**src/rtl/win_watch_pkg.sv**
```systemverilog
package win_watch_pkg;
  typedef enum logic [2:0] {
    OP_WATCH     = 3'd0,
    OP_WR_ONE    = 3'd1,
    OP_WR_ALL    = 3'd2,
    OP_RD_ONE    = 3'd3,
    OP_RD_ALL    = 3'd4,
    OP_CONV_ONE  = 3'd5,
    OP_CONV_AUTO = 3'd6,
    OP_RD_FLAGS  = 3'd7
  } op_e;

  typedef enum logic [2:0] {
    S_IDLE, S_WRALL, S_RDALL, S_CONV1, S_AUTO, S_W_REQ, S_W_CMP, S_FLAG
  } st_e;
endpackage

```
**src/rtl/win_limit_rf.sv**
```systemverilog
module win_limit_rf #(
  parameter int NCH = 8,
  parameter int DW  = 8,
  localparam int CW   = $clog2(NCH),
  localparam int AW   = CW + 1,
  localparam int NENT = 2 * NCH
) (
  input  logic          clk_i,
  input  logic          rst_ni,
  input  logic          we_i,
  input  logic [AW-1:0] waddr_i,
  input  logic [DW-1:0] wdata_i,
  input  logic [AW-1:0] raddr_i,
  output logic [DW-1:0] rdata_o,
  input  logic [CW-1:0] chan_i,
  output logic [DW-1:0] up_o,
  output logic [DW-1:0] lo_o
);
  logic [NENT*DW-1:0] flat;

  // entry 2c is the lower limit of channel c, 2c+1 the upper
  for (genvar g = 0; g < NENT; g++) begin : g_ent
    logic [DW-1:0] ent_q;
    always_ff @(posedge clk_i or negedge rst_ni) begin
      if (!rst_ni)                             ent_q <= '0;
      else if (we_i && waddr_i == AW'(g))      ent_q <= wdata_i;
    end
    assign flat[g*DW +: DW] = ent_q;
  end

  assign rdata_o = flat[int'(raddr_i)*DW +: DW];
  assign up_o    = flat[int'({chan_i, 1'b1})*DW +: DW];
  assign lo_o    = flat[int'({chan_i, 1'b0})*DW +: DW];

  assert_readback_R2: assert property (@(posedge clk_i) disable iff (!rst_ni)
    we_i |=> flat[int'($past(waddr_i))*DW +: DW] == $past(wdata_i));
endmodule

```
**src/rtl/win_window_cmp.sv**
```systemverilog
module win_window_cmp #(
  parameter int DW = 8
) (
  input  logic [DW-1:0] smp_i,
  input  logic [DW-1:0] up_i,
  input  logic [DW-1:0] lo_i,
  output logic          above_o,
  output logic          viol_o
);
  logic below;
  assign above_o = smp_i > up_i;
  assign below   = smp_i < lo_i;
  assign viol_o  = above_o | below;
endmodule

```
**src/rtl/win_flag_unit.sv**
```systemverilog
module win_flag_unit #(
  parameter int NCH = 8,
  localparam int CW = $clog2(NCH),
  localparam int TW = CW + 1
) (
  input  logic           clk_i,
  input  logic           rst_ni,
  input  logic           first_i,
  input  logic           hit_i,
  input  logic [CW-1:0]  bit_i,
  input  logic [CW-1:0]  chan_i,
  input  logic           upper_i,
  input  logic           done_i,
  input  logic           clr_i,
  output logic [NCH-1:0] status_o,
  output logic [TW-1:0]  tag_o,
  output logic           irq_o
);
  logic [NCH-1:0] status_q;
  logic [TW-1:0]  tag_q;
  logic           irq_q;

  always_ff @(posedge clk_i or negedge rst_ni) begin
    if (!rst_ni) begin
      status_q <= '0;
      tag_q    <= '0;
      irq_q    <= 1'b0;
    end else if (clr_i) begin
      status_q <= '0;
      tag_q    <= '0;
      irq_q    <= 1'b0;
    end else begin
      if (first_i) begin
        status_q[NCH-1] <= 1'b1;
        tag_q           <= {upper_i, chan_i};
      end
      if (hit_i)  status_q[bit_i] <= 1'b1;
      if (done_i) irq_q <= 1'b1;
    end
  end

  assign status_o = status_q;
  assign tag_o    = tag_q;
  assign irq_o    = irq_q;

  assert_first_msb_R9: assert property (@(posedge clk_i) disable iff (!rst_ni)
    first_i && !clr_i |=> status_q[NCH-1]);
  assert_irq_hold_R11: assert property (@(posedge clk_i) disable iff (!rst_ni)
    irq_q && !clr_i |=> irq_q);
  assert_clear_R12: assert property (@(posedge clk_i) disable iff (!rst_ni)
    clr_i |=> (status_q == '0 && tag_q == '0 && !irq_q));
  assert_irq_msb_R10: assert property (@(posedge clk_i) disable iff (!rst_ni)
    irq_q |-> status_q[NCH-1]);
endmodule

```
**src/rtl/win_watch_seq.sv**
```systemverilog
module win_watch_seq
  import win_watch_pkg::*;
#(
  parameter int NCH = 8,
  parameter int DW  = 8,
  parameter int RW  = 12,
  localparam int CW   = $clog2(NCH),
  localparam int AW   = CW + 1,
  localparam int TW   = CW + 1,
  localparam int NENT = 2 * NCH
) (
  input  logic           clk_i,
  input  logic           rst_ni,
  input  logic           cmd_valid_i,
  output logic           cmd_ready_o,
  input  logic [2:0]     cmd_op_i,
  input  logic [CW-1:0]  cmd_chan_i,
  input  logic           cmd_sel_i,
  input  logic [DW-1:0]  cmd_wdata_i,
  output logic           rsp_valid_o,
  output logic [RW-1:0]  rsp_data_o,
  input  logic           smp_valid_i,
  output logic           smp_ready_o,
  output logic [CW-1:0]  smp_chan_o,
  input  logic [DW-1:0]  smp_data_i,
  output logic           conv_valid_o,
  output logic [CW-1:0]  conv_chan_o,
  output logic [DW-1:0]  conv_data_o,
  output logic           rf_we_o,
  output logic [AW-1:0]  rf_waddr_o,
  output logic [DW-1:0]  rf_wdata_o,
  output logic [AW-1:0]  rf_raddr_o,
  input  logic [DW-1:0]  rf_rdata_i,
  output logic [DW-1:0]  held_smp_o,
  input  logic           viol_i,
  input  logic           above_i,
  output logic           first_o,
  output logic           hit_o,
  output logic [CW-1:0]  bit_o,
  output logic           upper_o,
  output logic           done_o,
  output logic           clr_o,
  input  logic [NCH-1:0] status_i,
  input  logic [TW-1:0]  tag_i,
  input  logic           irq_i
);
  st_e           st_q;
  logic [CW-1:0] chan_q, chan_nxt, left_q;
  logic [AW-1:0] idx_q;
  logic [1:0]    slot_q;
  logic          pass_q;
  logic [DW-1:0] smp_q;
  logic          rsp_valid_q, conv_valid_q;
  logic [RW-1:0] rsp_data_q;
  logic [CW-1:0] conv_chan_q;
  logic [DW-1:0] conv_data_q;
  op_e           op;
  logic          cmd_fire, can_exec, exec, flag_rd, smp_fire, eval, in_scan;

  assign op       = op_e'(cmd_op_i);
  assign in_scan  = (st_q == S_W_REQ) || (st_q == S_W_CMP);
  assign can_exec = (st_q == S_IDLE) || (st_q == S_AUTO) || (in_scan && !pass_q);
  assign cmd_ready_o = can_exec || (st_q == S_WRALL) || (st_q == S_FLAG);
  assign cmd_fire = cmd_valid_i && cmd_ready_o;
  assign exec     = cmd_fire && can_exec;
  assign flag_rd  = cmd_fire && (st_q == S_FLAG) && (op == OP_RD_FLAGS);

  assign smp_ready_o = ((st_q == S_CONV1) || (st_q == S_AUTO) || (st_q == S_W_REQ)) && !exec;
  assign smp_fire    = smp_valid_i && smp_ready_o;
  assign smp_chan_o  = chan_q;
  assign chan_nxt    = (chan_q == CW'(NCH-1)) ? '0 : chan_q + 1'b1;

  // both limit slots done: judge the held sample
  assign eval    = (st_q == S_W_CMP) && (slot_q == 2'd3) && !exec;
  assign first_o = eval && !pass_q && viol_i;
  assign hit_o   = eval && pass_q && viol_i;
  assign bit_o   = CW'(NCH-1) - left_q;
  assign upper_o = above_i;
  assign done_o  = eval && pass_q && (left_q == CW'(1));
  assign clr_o   = (exec && op == OP_RD_FLAGS) || flag_rd;
  assign held_smp_o = smp_q;

  assign rf_we_o    = (exec && op == OP_WR_ONE) || (cmd_fire && st_q == S_WRALL);
  assign rf_waddr_o = (st_q == S_WRALL) ? idx_q : {cmd_chan_i, cmd_sel_i};
  assign rf_wdata_o = cmd_wdata_i;
  assign rf_raddr_o = (st_q == S_RDALL) ? idx_q : {cmd_chan_i, cmd_sel_i};

  always_ff @(posedge clk_i or negedge rst_ni) begin
    if (!rst_ni) begin
      rsp_valid_q  <= 1'b0;
      rsp_data_q   <= '0;
      conv_valid_q <= 1'b0;
      conv_chan_q  <= '0;
      conv_data_q  <= '0;
    end else begin
      rsp_valid_q  <= 1'b0;
      conv_valid_q <= 1'b0;
      if ((exec && op == OP_RD_ONE) || st_q == S_RDALL) begin
        rsp_valid_q <= 1'b1;
        rsp_data_q  <= RW'(rf_rdata_i);
      end
      if (clr_o) begin
        rsp_valid_q <= 1'b1;
        rsp_data_q  <= RW'({tag_i, status_i});
      end
      if (smp_fire && (st_q == S_CONV1 || st_q == S_AUTO)) begin
        conv_valid_q <= 1'b1;
        conv_chan_q  <= chan_q;
        conv_data_q  <= smp_data_i;
      end
    end
  end

  always_ff @(posedge clk_i or negedge rst_ni) begin
    if (!rst_ni) begin
      st_q   <= S_IDLE;
      chan_q <= '0;
      idx_q  <= '0;
      slot_q <= '0;
      left_q <= '0;
      pass_q <= 1'b0;
      smp_q  <= '0;
    end else if (exec) begin
      pass_q <= 1'b0;
      case (op)
        OP_WATCH:     begin st_q <= S_W_REQ; chan_q <= '0; end
        OP_WR_ALL:    begin st_q <= S_WRALL; idx_q <= '0; end
        OP_RD_ALL:    begin st_q <= S_RDALL; idx_q <= '0; end
        OP_CONV_ONE:  begin st_q <= S_CONV1; chan_q <= cmd_chan_i; end
        OP_CONV_AUTO: begin st_q <= S_AUTO;  chan_q <= '0; end
        default:      st_q <= S_IDLE;
      endcase
    end else begin
      case (st_q)
        S_WRALL: if (cmd_fire) begin
          idx_q <= idx_q + 1'b1;
          if (idx_q == AW'(NENT-1)) st_q <= S_IDLE;
        end
        S_RDALL: begin
          idx_q <= idx_q + 1'b1;
          if (idx_q == AW'(NENT-1)) st_q <= S_IDLE;
        end
        S_CONV1: if (smp_fire) st_q <= S_IDLE;
        S_AUTO:  if (smp_fire) chan_q <= chan_nxt;
        S_W_REQ: if (smp_fire) begin
          smp_q  <= smp_data_i;
          slot_q <= '0;
          st_q   <= S_W_CMP;
        end
        S_W_CMP: begin
          slot_q <= slot_q + 1'b1;
          if (slot_q == 2'd3) begin
            chan_q <= chan_nxt;
            st_q   <= S_W_REQ;
            if (!pass_q) begin
              if (viol_i) begin
                pass_q <= 1'b1;
                left_q <= CW'(NCH-1);
              end
            end else begin
              left_q <= left_q - 1'b1;
              if (left_q == CW'(1)) begin
                pass_q <= 1'b0;
                st_q   <= S_FLAG;
              end
            end
          end
        end
        S_FLAG:  if (flag_rd) st_q <= S_IDLE;
        default: st_q <= S_IDLE;
      endcase
    end
  end

  assign rsp_valid_o  = rsp_valid_q;
  assign rsp_data_o   = rsp_data_q;
  assign conv_valid_o = conv_valid_q;
  assign conv_chan_o  = conv_chan_q;
  assign conv_data_o  = conv_data_q;

  assert_flag_quiet_R10: assert property (@(posedge clk_i) disable iff (!rst_ni)
    irq_i |-> (!smp_ready_o && !conv_valid_o));
  assert_pass_locked_R10: assert property (@(posedge clk_i) disable iff (!rst_ni)
    first_o |=> !cmd_ready_o);
endmodule

```
**src/rtl/win_watch.sv**
```systemverilog
module win_watch
  import win_watch_pkg::*;
#(
  parameter int NCH = 8,
  parameter int DW  = 8,
  localparam int CW = $clog2(NCH),
  localparam int TW = CW + 1,
  localparam int RW = (TW + NCH > DW) ? TW + NCH : DW
) (
  input  logic          clk_i,
  input  logic          rst_ni,
  input  logic          cmd_valid_i,
  output logic          cmd_ready_o,
  input  logic [2:0]    cmd_op_i,
  input  logic [CW-1:0] cmd_chan_i,
  input  logic          cmd_sel_i,
  input  logic [DW-1:0] cmd_wdata_i,
  output logic          rsp_valid_o,
  output logic [RW-1:0] rsp_data_o,
  input  logic          smp_valid_i,
  output logic          smp_ready_o,
  output logic [CW-1:0] smp_chan_o,
  input  logic [DW-1:0] smp_data_i,
  output logic          conv_valid_o,
  output logic [CW-1:0] conv_chan_o,
  output logic [DW-1:0] conv_data_o,
  output logic          irq_no
);
  localparam int AW = CW + 1;

  logic          rf_we;
  logic [AW-1:0] rf_waddr, rf_raddr;
  logic [DW-1:0] rf_wdata, rf_rdata, lim_up, lim_lo, held_smp;
  logic          above, viol, first, hit, upper, done, clr, irq;
  logic [CW-1:0] bit_idx;
  logic [NCH-1:0] status;
  logic [TW-1:0]  tag;

  win_limit_rf #(.NCH(NCH), .DW(DW)) u_rf (
    .clk_i, .rst_ni,
    .we_i(rf_we), .waddr_i(rf_waddr), .wdata_i(rf_wdata),
    .raddr_i(rf_raddr), .rdata_o(rf_rdata),
    .chan_i(smp_chan_o), .up_o(lim_up), .lo_o(lim_lo)
  );

  win_window_cmp #(.DW(DW)) u_cmp (
    .smp_i(held_smp), .up_i(lim_up), .lo_i(lim_lo),
    .above_o(above), .viol_o(viol)
  );

  win_flag_unit #(.NCH(NCH)) u_flags (
    .clk_i, .rst_ni,
    .first_i(first), .hit_i(hit), .bit_i(bit_idx), .chan_i(smp_chan_o),
    .upper_i(upper), .done_i(done), .clr_i(clr),
    .status_o(status), .tag_o(tag), .irq_o(irq)
  );

  win_watch_seq #(.NCH(NCH), .DW(DW), .RW(RW)) u_seq (
    .clk_i, .rst_ni,
    .cmd_valid_i, .cmd_ready_o, .cmd_op_i, .cmd_chan_i, .cmd_sel_i, .cmd_wdata_i,
    .rsp_valid_o, .rsp_data_o,
    .smp_valid_i, .smp_ready_o, .smp_chan_o, .smp_data_i,
    .conv_valid_o, .conv_chan_o, .conv_data_o,
    .rf_we_o(rf_we), .rf_waddr_o(rf_waddr), .rf_wdata_o(rf_wdata),
    .rf_raddr_o(rf_raddr), .rf_rdata_i(rf_rdata),
    .held_smp_o(held_smp), .viol_i(viol), .above_i(above),
    .first_o(first), .hit_o(hit), .bit_o(bit_idx), .upper_o(upper),
    .done_o(done), .clr_o(clr),
    .status_i(status), .tag_i(tag), .irq_i(irq)
  );

  assign irq_no = ~irq;
endmodule

```
**config.mk**
```make
export PLATFORM = sky130hd
export DESIGN_NAME = win_watch
export DESIGN_NICKNAME = d
export VERILOG_FILES = /design/src/rtl/win_watch_pkg.sv /design/src/rtl/win_limit_rf.sv /design/src/rtl/win_window_cmp.sv /design/src/rtl/win_flag_unit.sv /design/src/rtl/win_watch_seq.sv /design/src/rtl/win_watch.sv
export SDC_FILE = /design/constraint.sdc
export NUM_CORES = 1
export LEC_CHECK = 0
export ABC_AREA = 0
export BUFFER_PORTS_ARGS = -buffer_cell sky130_fd_sc_hd__buf_2
export CAP_MARGIN = 10
export CORE_ASPECT_RATIO = 0.75
export CORE_MARGIN = 10
export CORE_UTILIZATION = 40
export CTS_CLUSTER_DIAMETER = 150
export DETAILED_ROUTE_END_ITERATION = 6
export PLACE_DENSITY = 0.62
export SETUP_SLACK_MARGIN = 0.4
export SYNTH_ARGS = -nofsm -noshare
export SYNTH_HDL_FRONTEND = slang
export SYNTH_SLANG_ARGS = --single-unit
```
**constraint.sdc**
```tcl
create_clock -name clk_i -period 4.2 [get_ports clk_i]
set_clock_uncertainty 0.15 [all_clocks]
set_input_delay 0.21 -clock clk_i [delete_from_list [all_inputs] [get_ports clk_i]]
set_output_delay 0.21 -clock clk_i [all_outputs]
set_load 0.02 [all_outputs]
```
# == Word level (Yosys, flattened, before mapping) ==
# Index checks and enable logic that the tools add are counted.
# word_totals
output_inout_bits,31
in_bits,27
word_cells,209
reg_bits,190
# classes
n_addsub,5
magnitude_cmp,4
eq_ne,43
bitwise,4
muxes,48
reduce_logical,70
n_shift,3
# op_table
cell,n
$shiftx A128 B8 Y8,3
$mux W3,14
$eq A4 B4 Y1 const B,9
$logic_and A1 B1 Y1,36
$mux W4,7
$eq A3 B3 Y1 const B,9
$mux W12,2
$pmux W3 S7,1
$eq A4 B3 Y1 const B,4
$mux W8,2
$reduce_bool A2 Y1,8
$ne A3 B1 Y1 const B,5
$pmux W3 S5,1
$mux W1,14
$eq A3 B2 Y1 const B,4
$pmux W3 S2,2
$logic_or A1 B1 Y1,10
$eq A3 B1 Y1 const B,3
$reduce_and A3 Y1,3
$eq A4 B2 Y1 const B,2
$gt A8 B8 Y1,1
$lt A8 B8 Y1,1
$or A8 B8 Y8,1
$pmux W4 S2,1
other kinds (26),34

# == Logic depth before layout (Yosys ltp) ==
# Gate-level depths: netlist (run 1).
# depth
word_depth,17
depth_mapped,12
depth_no_buf,10

# == By module ==
# A second synthesis (run 1) with hierarchy kept.
# hier_totals
hier_cells,778
area_unflattened_um2,10508.8
# modules_own_cells
mod,instances,area_per_inst_um2,cells_per_inst,seq_area_each_um2
win_limit_rf,1,6782.8,422,3203.1
win_watch_seq,1,2786.4,249,1226.2
win_flag_unit,1,541.8,49,325.3
win_window_cmp,1,394.1,57,0.0
win_watch,1,3.8,1,0.0

# == Least setup slack after synthesis (run 1) ==
# OpenSTA, ideal clock, no wires.
# synth_timing
path_kind,register to register
startpoint,"register u_seq.chan_q[0], in the netlist u_seq.smp_chan_o[0]"
endpoint,"register u_flags.status_q[2], in the netlist u_flags.status_o[2]"
t_arrival_ns,3.710
setup_time_ns,0.078
synth_period_minus_slack_ns,3.938
n_path_buf,3
path_slack_ns,0.262
required_time_ns,3.972
path_stages_with_launch,13
cell_sequence,dfrtp_1 -> buf_2 -> buf_1 -> mux4_2 -> mux2i_1 -> ha_1 -> a2111o_1 -> a31oi_1 -> a221oi_1 -> o32ai_1 -> buf_2 -> nand3_1 -> a21oi_1
# synth_between
elab_chain_cells,5
word_cells_on_any_way,7
cone_classes,order compare (2); shift (2); bitwise (1); reduce/logical (2)
# synth_rtl
item,line_no,source
"start, declared",win_watch_seq.sv:48,"logic [CW-1:0] chan_q, chan_nxt, left_q;"
"start signal, assigned",win_watch_seq.sv:144,S_AUTO: if (smp_fire) chan_q <= chan_nxt;
"start signal, assigned",win_watch_seq.sv:153,chan_q <= chan_nxt;
"$shiftx A128 B8 Y8, on equally long branches","win_limit_rf.sv:32, win_limit_rf.sv:33",
$gt A8 B8 Y1 / $lt A8 B8 Y1 (equally long branches),"win_window_cmp.sv:11, win_window_cmp.sv:12",
$or A1 B1 Y1 *,win_window_cmp.sv:13,assign viol_o = above_o | below;
$logic_and A1 B1 Y1 *,win_watch_seq.sv:76,assign hit_o = eval && pass_q && viol_i;
$reduce_bool A2 Y1 (no source line) *,n/a,
"end signal, assigned",win_flag_unit.sv:25,status_q <= '0;
"end signal, assigned",win_flag_unit.sv:29,status_q <= '0;
"end signal, assigned by index",win_flag_unit.sv:34,status_q[NCH-1] <= 1'b1;
"end, declared",win_flag_unit.sv:19,logic [NCH-1:0] status_q;
# Every way passes the cells marked *; elsewhere a longest branch is shown, timed or not.
# A chain may end at the register's enable or synchronous reset.

# == Worst setup path in the final report (run 1) ==
# layout_timing
startpoint,"register u_seq.chan_q[1], in the netlist u_seq.smp_chan_o[1]"
endpoint,register u_seq.left_q[2]
# layout_between
elab_chain_cells,5
word_cells_on_any_way,7
cone_classes,order compare (2); shift (2); bitwise (1); reduce/logical (2)
# layout_rtl
item,line_no,source
"$shiftx A128 B8 Y8, on equally long branches","win_limit_rf.sv:32, win_limit_rf.sv:33",
$gt A8 B8 Y1 / $lt A8 B8 Y1 (equally long branches),"win_window_cmp.sv:11, win_window_cmp.sv:12",
$or A1 B1 Y1 *,win_window_cmp.sv:13,
$reduce_bool A2 Y1 (no source line) *,n/a,
$reduce_and A4 Y1 (no source line) *,n/a,
"end signal, assigned",win_watch_seq.sv:158,left_q <= CW'(NCH-1);
"end signal, assigned",win_watch_seq.sv:161,left_q <= left_q - 1'b1;
"end, declared",win_watch_seq.sv:48,
# Marks and branches as above.

==> results of run 1 <==
==> sequential cells by signal, summed over array words and instances (netlist names) <==
register and flops:
u_rf.g_ent.ent_q 128, u_seq.rsp_data_o 12, u_flags.status_o 8, u_seq.conv_data_o 8, u_seq.held_smp_o 8, u_flags.tag_o 4
u_seq.idx_q 4, u_seq.conv_chan_o 3, u_seq.left_q 3, u_seq.smp_chan_o 3, u_seq.st_q 3, u_seq.slot_q 2
u_flags.irq_o 1, u_seq.conv_valid_o 1, u_seq.pass_q 1, u_seq.rsp_valid_o 1
==> cell families after synthesis <==
| family | after synthesis |
|---|---|
| AOI/OAI and AO/OA | 195 |
| xor gates and xnor gates | 4 |
| adders and majority gates | 21 |
| buffers and inverters | 83 |
| DFF | 190 |
| muxes | 251 |
| and+or+nand+nor | 275 |
==> worst min path at each step <==
stage                        from                               to  slack (ns)
CTS                 cmd_chan_i[2]  u_seq.smp_chan_o[2]$_DFFE_PN0P_        0.06
global placement           rst_ni  u_flags.status_o[6]$_DFFE_PN0P_        0.16
floorplan                  rst_ni        u_flags.irq_o$_DFFE_PN0P_       -0.24
detailed placement         rst_ni  u_seq.rsp_data_o[8]$_DFFE_PN0P_        0.16
finish              cmd_chan_i[2]  u_seq.smp_chan_o[2]$_DFFE_PN0P_        0.08
global route        cmd_chan_i[2]  u_seq.smp_chan_o[2]$_DFFE_PN0P_        0.11
==> report_power, final <==
part | leakage [nW] | internal [W] | total [W] | switching [W]
clock | 0.316 | 0.00104 | 0.00180 | 0.000754
combinational | 2.79 | 0.00172 | 0.00360 | 0.00187
sequential | 2.52 | 0.00246 | 0.00318 | 0.000719
==> layout by cell type (no fill, tap or decap), drive strengths merged, types with 24 or more instances in the layout <==
master,netlist,layout
nand3,30,30
dfrtp,190,190
nor2,30,30
mux2,158,158
mux2i,62,62
buf,18,80
nand2b,55,55
nand2,120,120
a21oi,67,67
o211ai,24,24
mux4,31,31
==> worst max-delay path: stages, from the launching register on <==
cell and delay, ns:
dfrtp_2 0.68, buf_4 0.37, mux4_2 0.28, mux2i_1 0.08
ha_1 0.22, a2111o_1 0.35, a31oi_1 0.15, a221oi_1 0.09
o32ai_1 0.28, buf_4 0.27, nand2_1 0.12, a221oi_1 0.27
==> area by class of cell <==
cell class | instances | area [µm²] | share of cell area
flip-flops and latches | 190 | 4760 | 0.379
clock buffers | 19 | 453 | 0.0361
repair buffers | 91 | 612 | 0.0488
clock inverters | 13 | 198 | 0.0158
inverters | 15 | 56.3 | 0.00449
well taps | 351 | 439 | 0.0350
multi-input cells | 746 | 6030 | 0.480
==> through the flow <==
step / area, µm² / utilization
2_1_floorplan: 11100 / -
3_5_place_dp: 11800 / 0.434
6_report: 12500 / 0.461
3_3_place_gp: 11800 / 0.434
4_1_cts: 12500 / 0.461
5_1_grt: 12500 / 0.461
==> metal layers <==
layer | vias to the layer above | wire length, µm | global-route usage
li1 | 3849 | - | -
met1 | 4283 | 15200 | 0.279
met2 | 393 | 13400 | 0.262
met3 | 37 | 3210 | 0.0513
met4 | 2 | 495 | 0.0486
met5 | - | 7 | 0
==> impl_metrics.toml, run 1 <==
[synthesis]
async_flop_share = 1.00
ys.flop_type = "dfrtp_1"
syn_area_um2 = 11100
postSynthCellCount = 1019
seq_area_frac_synth = 0.428
synth_area_leaders = "dfrtp_1 43%, mux2_2 16%, mux4_2 6.3%, mux2i_1 5.4%, nand2_1 4.0%"
synth_fa_ha_area_frac = 0.0236
synth_commonest_cells = "190 x dfrtp_1, 154 x mux2_2, 119 x nand2_1, 67 x a21oi_1, 60 x mux2i_1"
synth_most_common_cell = "dfrtp_1"
synthSimpleGateAreaFrac = 0.120
synthMuxAreaShare = 0.281
synth_xor_area_frac = 0.00315
synth_area_leader_cell = "dfrtp_1"
synth_edf_count = 0
synth_top_family_by_area = "multiplexers"
synth-compound-area-share = 0.114
ys_warn_count = 0
synth_top_area_frac = 0.428
syn_area_per_cell_um2 = 10.9
synthDistinctLibCells = 66
synth_nets = 1067
synth_seq_cells = 190

[detailed_routing]
vias = 8564
drt_iter0_drc = 1020
wl_per_cell_um = 22.7
ant_nets = 0
wl_mm = 32.3
first_pass_iters = 5
route.detailed.drc = 0
via_per_inst = 6.01

[timing]
fin_crit_sh = 0.815
tns_ns = 0
fin_hold_ws_ns = 0.0804
worst_pin_slew_ns = 0.801
worst_slack_ns = 0.775
min_period_ns = 3.43
fmax_mhz = 292
setup_viol = 0
slew_viol_final = 0
maxSlewHeadroom = 0.462
hold_viol_final = 0
rsz0062_at_grt = "false"

[global_routing]
grt_overflow = 0
antenna_found_initial = 2
grt_pass1_wl_mm = 50.1
grt_pass1_vias = 8167
grt_max_degree = 85
gr-usage-all-layers = 0.188

[critical_path]
critical_path_class = "flop to flop"
worstSetupStartpointType = "flop"
cp-startpoint = "u_seq.smp_chan_o[1]$_DFFE_PN0P_"
cp_max_fo = 20
end_kind = "flop"
rrSetupSlack_ns = 0.77
cp.required_ns = 4.40
rr_endpoint = "u_seq.left_q[2]$_DFFE_PN0P_"
timing.rr.start = "u_seq.smp_chan_o[1]$_DFFE_PN0P_"
endpoint = "u_seq.left_q[2]$_DFFE_PN0P_"
arrival_ns = 3.62
reg2reg_depth = 11

[clock_network]
cts_setup_buffers = 0
htreeDepth = 4
ctsResizeCount = 0
clock-sinks = 190
cts_buffer_depth = 2
worstSkewPairLatency_ns = 0.45
cts_made_buffers = 17
ctsHoldBuffers = 10
cts_root_buffer = "clkbuf_16"
cts_tree = "built"
cts.clk_slew.worst_paths_ns = 0.08

[place]
gp_congestion = 0.876
place_ws_ns = 0.804
dpl.hpwl_mm = 22.3
placedCellCount = 1383
port_buffers = 57

[final_layout]
fin_cells = 1425
fillCellCount = 2492
drive_gt1_frac = 0.291
num_antenna_cells = 0
area_delta_synth_final_pct = 12.8
nNetsFinal = 1109

[die]
io_pins = 58
dieWidth_um = 213
dieArea_um2 = 34900
num_rows = 52
dieHeight_um = 164
core_area_um2 = 27200
initial_core_util = 0.409

[outcome]
outcome = "completed"

[power_and_ir_drop]
fin_total_pwr_w = 0.00858
peakVddDrop_v = 0.000328
p_leak_nw = 5.62
p_per_area_nw_per_um2 = 684

[worst_hold_path]
min_path_type = "input pin to flop"
holdPathStages = 3

[flow_run]
maxCapViolations = 0
Power figures use the tool's default switching activity.
==> run 2, diff against run 1 <==
==> constraint.sdc (replaced) <==
create_clock -name clk_i -period 3.4 [get_ports clk_i]
set_clock_uncertainty 0.15 [all_clocks]
set_input_delay 0.17 -clock clk_i [delete_from_list [all_inputs] [get_ports clk_i]]
set_output_delay 0.17 -clock clk_i [all_outputs]
set_load 0.02 [all_outputs]
==> impl_metrics.toml, run 2 (synthesis gave the netlist of run 1 again) <==
[global_routing]
grt_pass1_vias = 8296
grt_pass1_wl_mm = 50.7
gr-usage-all-layers = 0.190
grt_max_degree = 104
grt_overflow = 0
antenna_found_initial = 0

[detailed_routing]
wl_mm = 32.9
drt_iter0_drc = 729
vias = 8623
route.detailed.drc = 0
via_per_inst = 6.00
ant_nets = 0
first_pass_iters = 5
wl_per_cell_um = 22.9

[outcome]
outcome = "completed"

[timing]
hold_viol_final = 0
rsz0062_at_grt = "true"
maxSlewHeadroom = 0.394
fin_crit_sh = 0.928
worst_slack_ns = 0.244
worst_pin_slew_ns = 0.909
slew_viol_final = 0
fmax_mhz = 317
setup_viol = 0
tns_ns = 0
min_period_ns = 3.16

[final_layout]
layout_commonest_cell = "dfrtp_1"
drive_gt1_frac = 0.329
fillCellCount = 2496
layout.cells.most_common_list = "188 x dfrtp_1, 154 x mux2_2, 108 x nand2_1"
num_antenna_cells = 0
nNetsFinal = 1122
postLayoutCoreUtil = 0.469
largest-register = "u_rf.g_ent.ent_q"
area_delta_synth_final_pct = 14.8
largest_reg_flops = 128

[place]
port_buffers = 57
place_ws_ns = 0.0655
gp_congestion = 0.880
dpl.hpwl_mm = 22.7

[die]
initial_core_util = 0.409
num_rows = 52
core_area_um2 = 27200
dieHeight_um = 164
io_pins = 58
dieArea_um2 = 34900
dieWidth_um = 213

[clock_network]
cts.clk_slew.worst_paths_ns = 0.07
cts_tree = "built"
worstSkewPairLatency_ns = 0.45
htreeDepth = 4
clock-sinks = 190
cts_root_buffer = "clkbuf_16"
cts_made_buffers = 17
cts_buffer_depth = 2

[critical_path]
cp_slowest_cell = "mux4_2"
cp_max_fo = 10
arrival_ns = 3.38
end_kind = "flop"
critical_path_class = "flop to flop"
crit_path_max_incr_delay_ns = 0.56
cp.required_ns = 3.62
worstSetupStartpointType = "flop"
path_cells = "mux4_2, mux2i_2, ha_1, a2111o_1, a31oi_1, a221oi_2, o32ai_2, buf_4, buf_12, nand3_1, a21oi_2"

[worst_hold_path]
min_path_type = "input pin to flop"

[power_and_ir_drop]
p_leak_nw = 5.68
peakVddDrop_v = 0.000386
p_per_area_nw_per_um2 = 850
fin_total_pwr_w = 0.0108

[flow_run]
maxCapViolations = 0
-- run 2: final timing paths --
path | startpoint | to | slack [ns] | cells past startpoint
setup reg to reg | u_seq.smp_chan_o[0]$_DFFE_PN0P_ | u_flags.status_o[2]$_DFFE_PN0P_ | 0.24 | 11
hold reg to reg | u_seq.conv_chan_o[1]$_DFFE_PN0P_ | u_seq.conv_chan_o[1]$_DFFE_PN0P_ | 0.32 | 2
max in group asynchronous | rst_ni | u_rf.g_ent[12].ent_q[7]$_DFFE_PN0P_ | 1.93 | 3
setup / recovery | u_seq.smp_chan_o[0]$_DFFE_PN0P_ | u_flags.status_o[2]$_DFFE_PN0P_ | 0.24 | 11
hold / removal | cmd_wdata_i[3] | u_rf.g_ent[0].ent_q[3]$_DFFE_PN0P_ | 0.05 | 2
min in group asynchronous | rst_ni | u_seq.rsp_data_o[10]$_DFFE_PN0P_ | 0.23 | 2
-- run 2: layout make-up --
cell class                      instances  area [µm²]  share of cell area
Clock buffer                           20         457              0.0358
Timing Repair Buffer                  104         746              0.0584
Multi-Input combinational cell        746        6170               0.484
Tap cell                              351         439              0.0344
Sequential cell                       190        4760               0.373
Inverter                               15        56.3             0.00441
Clock inverter                         12         135              0.0106
-- run 2: power breakdown --
group / internal (W) / leakage [nW] / switching [W] / total [W]
combinational: 0.00239 / 2.87 / 0.00254 / 0.00493
clock: 0.00113 / 0.291 / 0.000937 / 0.00207
sequential: 0.00304 / 2.52 / 0.000812 / 0.00386
-- run 2: worst max-delay path, delay by kind of cell, from the launching register on --
kind            cells  cell delay, ns
compound gates      5            0.98
fa+ha+maj           1            0.28
buf+inv             2            0.32
flops               1            0.49
mux                 2            0.75
simple gates        1            0.10
-- run 2: repair_timing --
action	CTS	global route
resized for setup	8	26
pin swaps	3	3
hold buffers	10	0
setup endpoints to repair	22	103
hold endpoints to repair	119	0
setup buffers	3	0
-- run 2: per-stage QoR --
step / hold WS [ns] / cells / instance area [µm²]
CTS: 0.0413 / 1438 / 12700
finish: 0.0510 / 1438 / 12800
global placement: 0.193 / 1393 / 11900
global route: 0.0609 / 1438 / 12800
detailed placement: 0.179 / 1393 / 11900
floorplan: -0.276 / 1019 / 11200
-- run 2: layer usage --
| layer | wire length [µm] | GRT usage |
|---|---|---|
| met4 | 391 | 0.0460 |
| met5 | 0 | 0 |
| met2 | 14000 | 0.274 |
| met1 | 15400 | 0.266 |
| met3 | 3110 | 0.0665 |
==> run 3, diff against run 2 <==
--- a/config.mk
+++ b/config.mk
@@ -11,9 +11,10 @@
 export CORE_ASPECT_RATIO = 0.75
 export CORE_MARGIN = 10
 export CORE_UTILIZATION = 40
+export CTS_BUF_LIST = sky130_fd_sc_hd__clkbuf_2
 export CTS_CLUSTER_DIAMETER = 150
 export DETAILED_ROUTE_END_ITERATION = 6
-export PLACE_DENSITY = 0.62
+export PLACE_DENSITY_LB_ADDON = 0.3
 export SETUP_SLACK_MARGIN = 0.4
 export SYNTH_ARGS = -nofsm -noshare
 export SYNTH_HDL_FRONTEND = slang
==> constraint.sdc (replaced) <==
create_clock -name clk_i -period 3.4 [get_ports clk_i]
set_clock_uncertainty 0.15 [all_clocks]
set_input_delay 0.17 -clock clk_i [delete_from_list [all_inputs] [get_ports clk_i]]
set_output_delay 0.17 -clock clk_i [all_outputs]
set_load 0.01 [all_outputs]
==> impl_metrics.toml, run 3 (synthesis gave the netlist of run 1 again) <==
[final_layout]
fin_area_um2 = 12800
largest-register = "u_rf.g_ent.ent_q"
largest_reg_flops = 128
nNetsFinal = 1163
layout_commonest_cell = "dfrtp_1"
drive_gt1_frac = 0.323
area_delta_synth_final_pct = 15.3
fillCellCount = 2530
layout.cells.most_common_list = "188 x dfrtp_1, 154 x mux2_2, 107 x nand2_1"

[power_and_ir_drop]
power.switching_w = 0.00410
p_seq_frac = 0.391
fin_total_pwr_w = 0.00994
peakVddDrop_v = 0.000303
p_clk_frac = 0.111
power.internal_w = 0.00583
combinationalPowerShare = 0.498
p_per_area_nw_per_um2 = 775
p_leak_nw = 5.74
swShare = 0.413

[place]
place_ws_ns = 0.200
dpl.hpwl_mm = 23.2
dpl_cell_area_um2 = 11900
gp_congestion = 0.853
port_buffers = 57

[detailed_routing]
wl_per_cell_um = 23.0
via_per_inst = 5.97
first_pass_iters = 5
vias = 8833
drt_iter0_drc = 803
ant_nets = 0
route.detailed.drc = 0
wl_mm = 34.0

[timing]
slew_viol_final = 0
worst_slack_ns = 0.271
rsz0062_at_grt = "true"
setup_viol = 0
maxSlewHeadroom = 0.441
tns_ns = 0
fmax_mhz = 320
min_period_ns = 3.13
fin_crit_sh = 0.920
fin_hold_ws_ns = 0.114
hold_viol_final = 0
worst_pin_slew_ns = 0.833

[clock_network]
cts_root_buffer = "clkbuf_2"
clock-sinks = 190
cts.clk_slew.worst_paths_ns = 0.29
cts_tree = "built"
cts_made_buffers = 17
htreeDepth = 4
cts_buffer_depth = 2
worstSkewPairLatency_ns = 0.84

[critical_path]
end_kind = "flop"
arrival_ns = 3.75
worstSetupStartpointType = "flop"
cp.required_ns = 4.02
critical_path_class = "flop to flop"
cp_max_fo = 7

[worst_hold_path]
min_path_type = "input pin to flop"

[die]
dieWidth_um = 213
initial_core_util = 0.409
dieHeight_um = 164
num_rows = 52
dieArea_um2 = 34900
io_pins = 58
core_area_um2 = 27200

[global_routing]
gr-usage-all-layers = 0.194
grt_max_degree = 80
grt_pass1_wl_mm = 51.7
grt_overflow = 0
antenna_found_initial = 2
grt_pass1_vias = 8351

[outcome]
outcome = "completed"

[flow_run]
maxCapViolations = 0
-- run 3: stage by stage --
| stage | instances | util |
|---|---|---|
| 2_1_floorplan | 1019 | - |
| 3_3_place_gp | 1394 | 0.438 |
| 3_5_place_dp | 1394 | 0.438 |
| 4_1_cts | 1476 | 0.467 |
| 5_1_grt | 1480 | 0.471 |
| 6_report | 1480 | 0.471 |
-- run 3: timing repair --
action	4_1_cts	5_1_grt
gates resized for setup	14	19
buffers inserted	10	2
hold endpoints to repair	371	0
pin swaps	6	9
gates cloned	1	1
endpoints found under the setup margin	46	94
hold buffers	39	0
-- run 3: worst max-delay path: stages, from the launching register on --
cell and delay (ns):
dfrtp_2 0.45, buf_12 0.14, mux4_2 0.50, mux2i_1 0.15, ha_1 0.26, a2111o_1 0.41
a31oi_1 0.14, a221oi_1 0.10, o32ai_2 0.25, buf_6 0.18, nand2_2 0.08, a221oi_2 0.25
-- run 3: routing by layer --
layer / GRT usage / vias to the layer above / part of all wire
li1: - / 3945 / -
met1: 0.283 / 4490 / 0.47
met4: 0.0469 / 0 / 0.012
met3: 0.0500 / 33 / 0.090
met5: 0 / - / 0
met2: 0.278 / 365 / 0.43
-- run 3: power groups by stage --
stage                     Clock [W]  Combinational (W)  Sequential (W)
after floorplan                   0            0.00330         0.00358
after global placement            0            0.00434         0.00390
after detailed placement          0            0.00442         0.00392
after CTS                   0.00114            0.00485         0.00385
after global routing        0.00122            0.00535         0.00398
final                       0.00110            0.00495         0.00388
-- run 3: cell type report --
type / instances / area, µm² / share of cell area
sequential: 190 / 4760 / 0.371
multi-input combinational: 746 / 6130 / 0.478
clock buffer: 20 / 100 / 0.00781
clock inverter: 12 / 115 / 0.00898
inverter: 15 / 56.3 / 0.00439
tap: 351 / 439 / 0.0343
antenna: 1 / 2.50 / 0.000195
timing repair buffer: 145 / 1220 / 0.0951
-- run 3: final timing paths --
| kind | from | to | slack (ns) | depth (start not counted) |
|---|---|---|---|---|
| worst max register to register | u_seq.smp_chan_o[0]$_DFFE_PN0P_ | u_seq.left_q[2]$_DFFE_PN0P_ | 0.27 | 11 |
| min in group asynchronous | rst_ni | u_rf.g_ent[2].ent_q[0]$_DFFE_PN0P_ | 0.30 | 4 |
| worst min-delay path | cmd_sel_i | u_seq.rsp_data_o[4]$_DFFE_PN0P_ | 0.11 | 6 |
| worst min register to register | u_seq.conv_chan_o[0]$_DFFE_PN0P_ | u_seq.conv_chan_o[0]$_DFFE_PN0P_ | 0.36 | 2 |
| worst max-delay path | u_seq.smp_chan_o[0]$_DFFE_PN0P_ | u_seq.left_q[2]$_DFFE_PN0P_ | 0.27 | 11 |
| max in group asynchronous | rst_ni | u_rf.g_ent[14].ent_q[7]$_DFFE_PN0P_ | 2.38 | 4 |
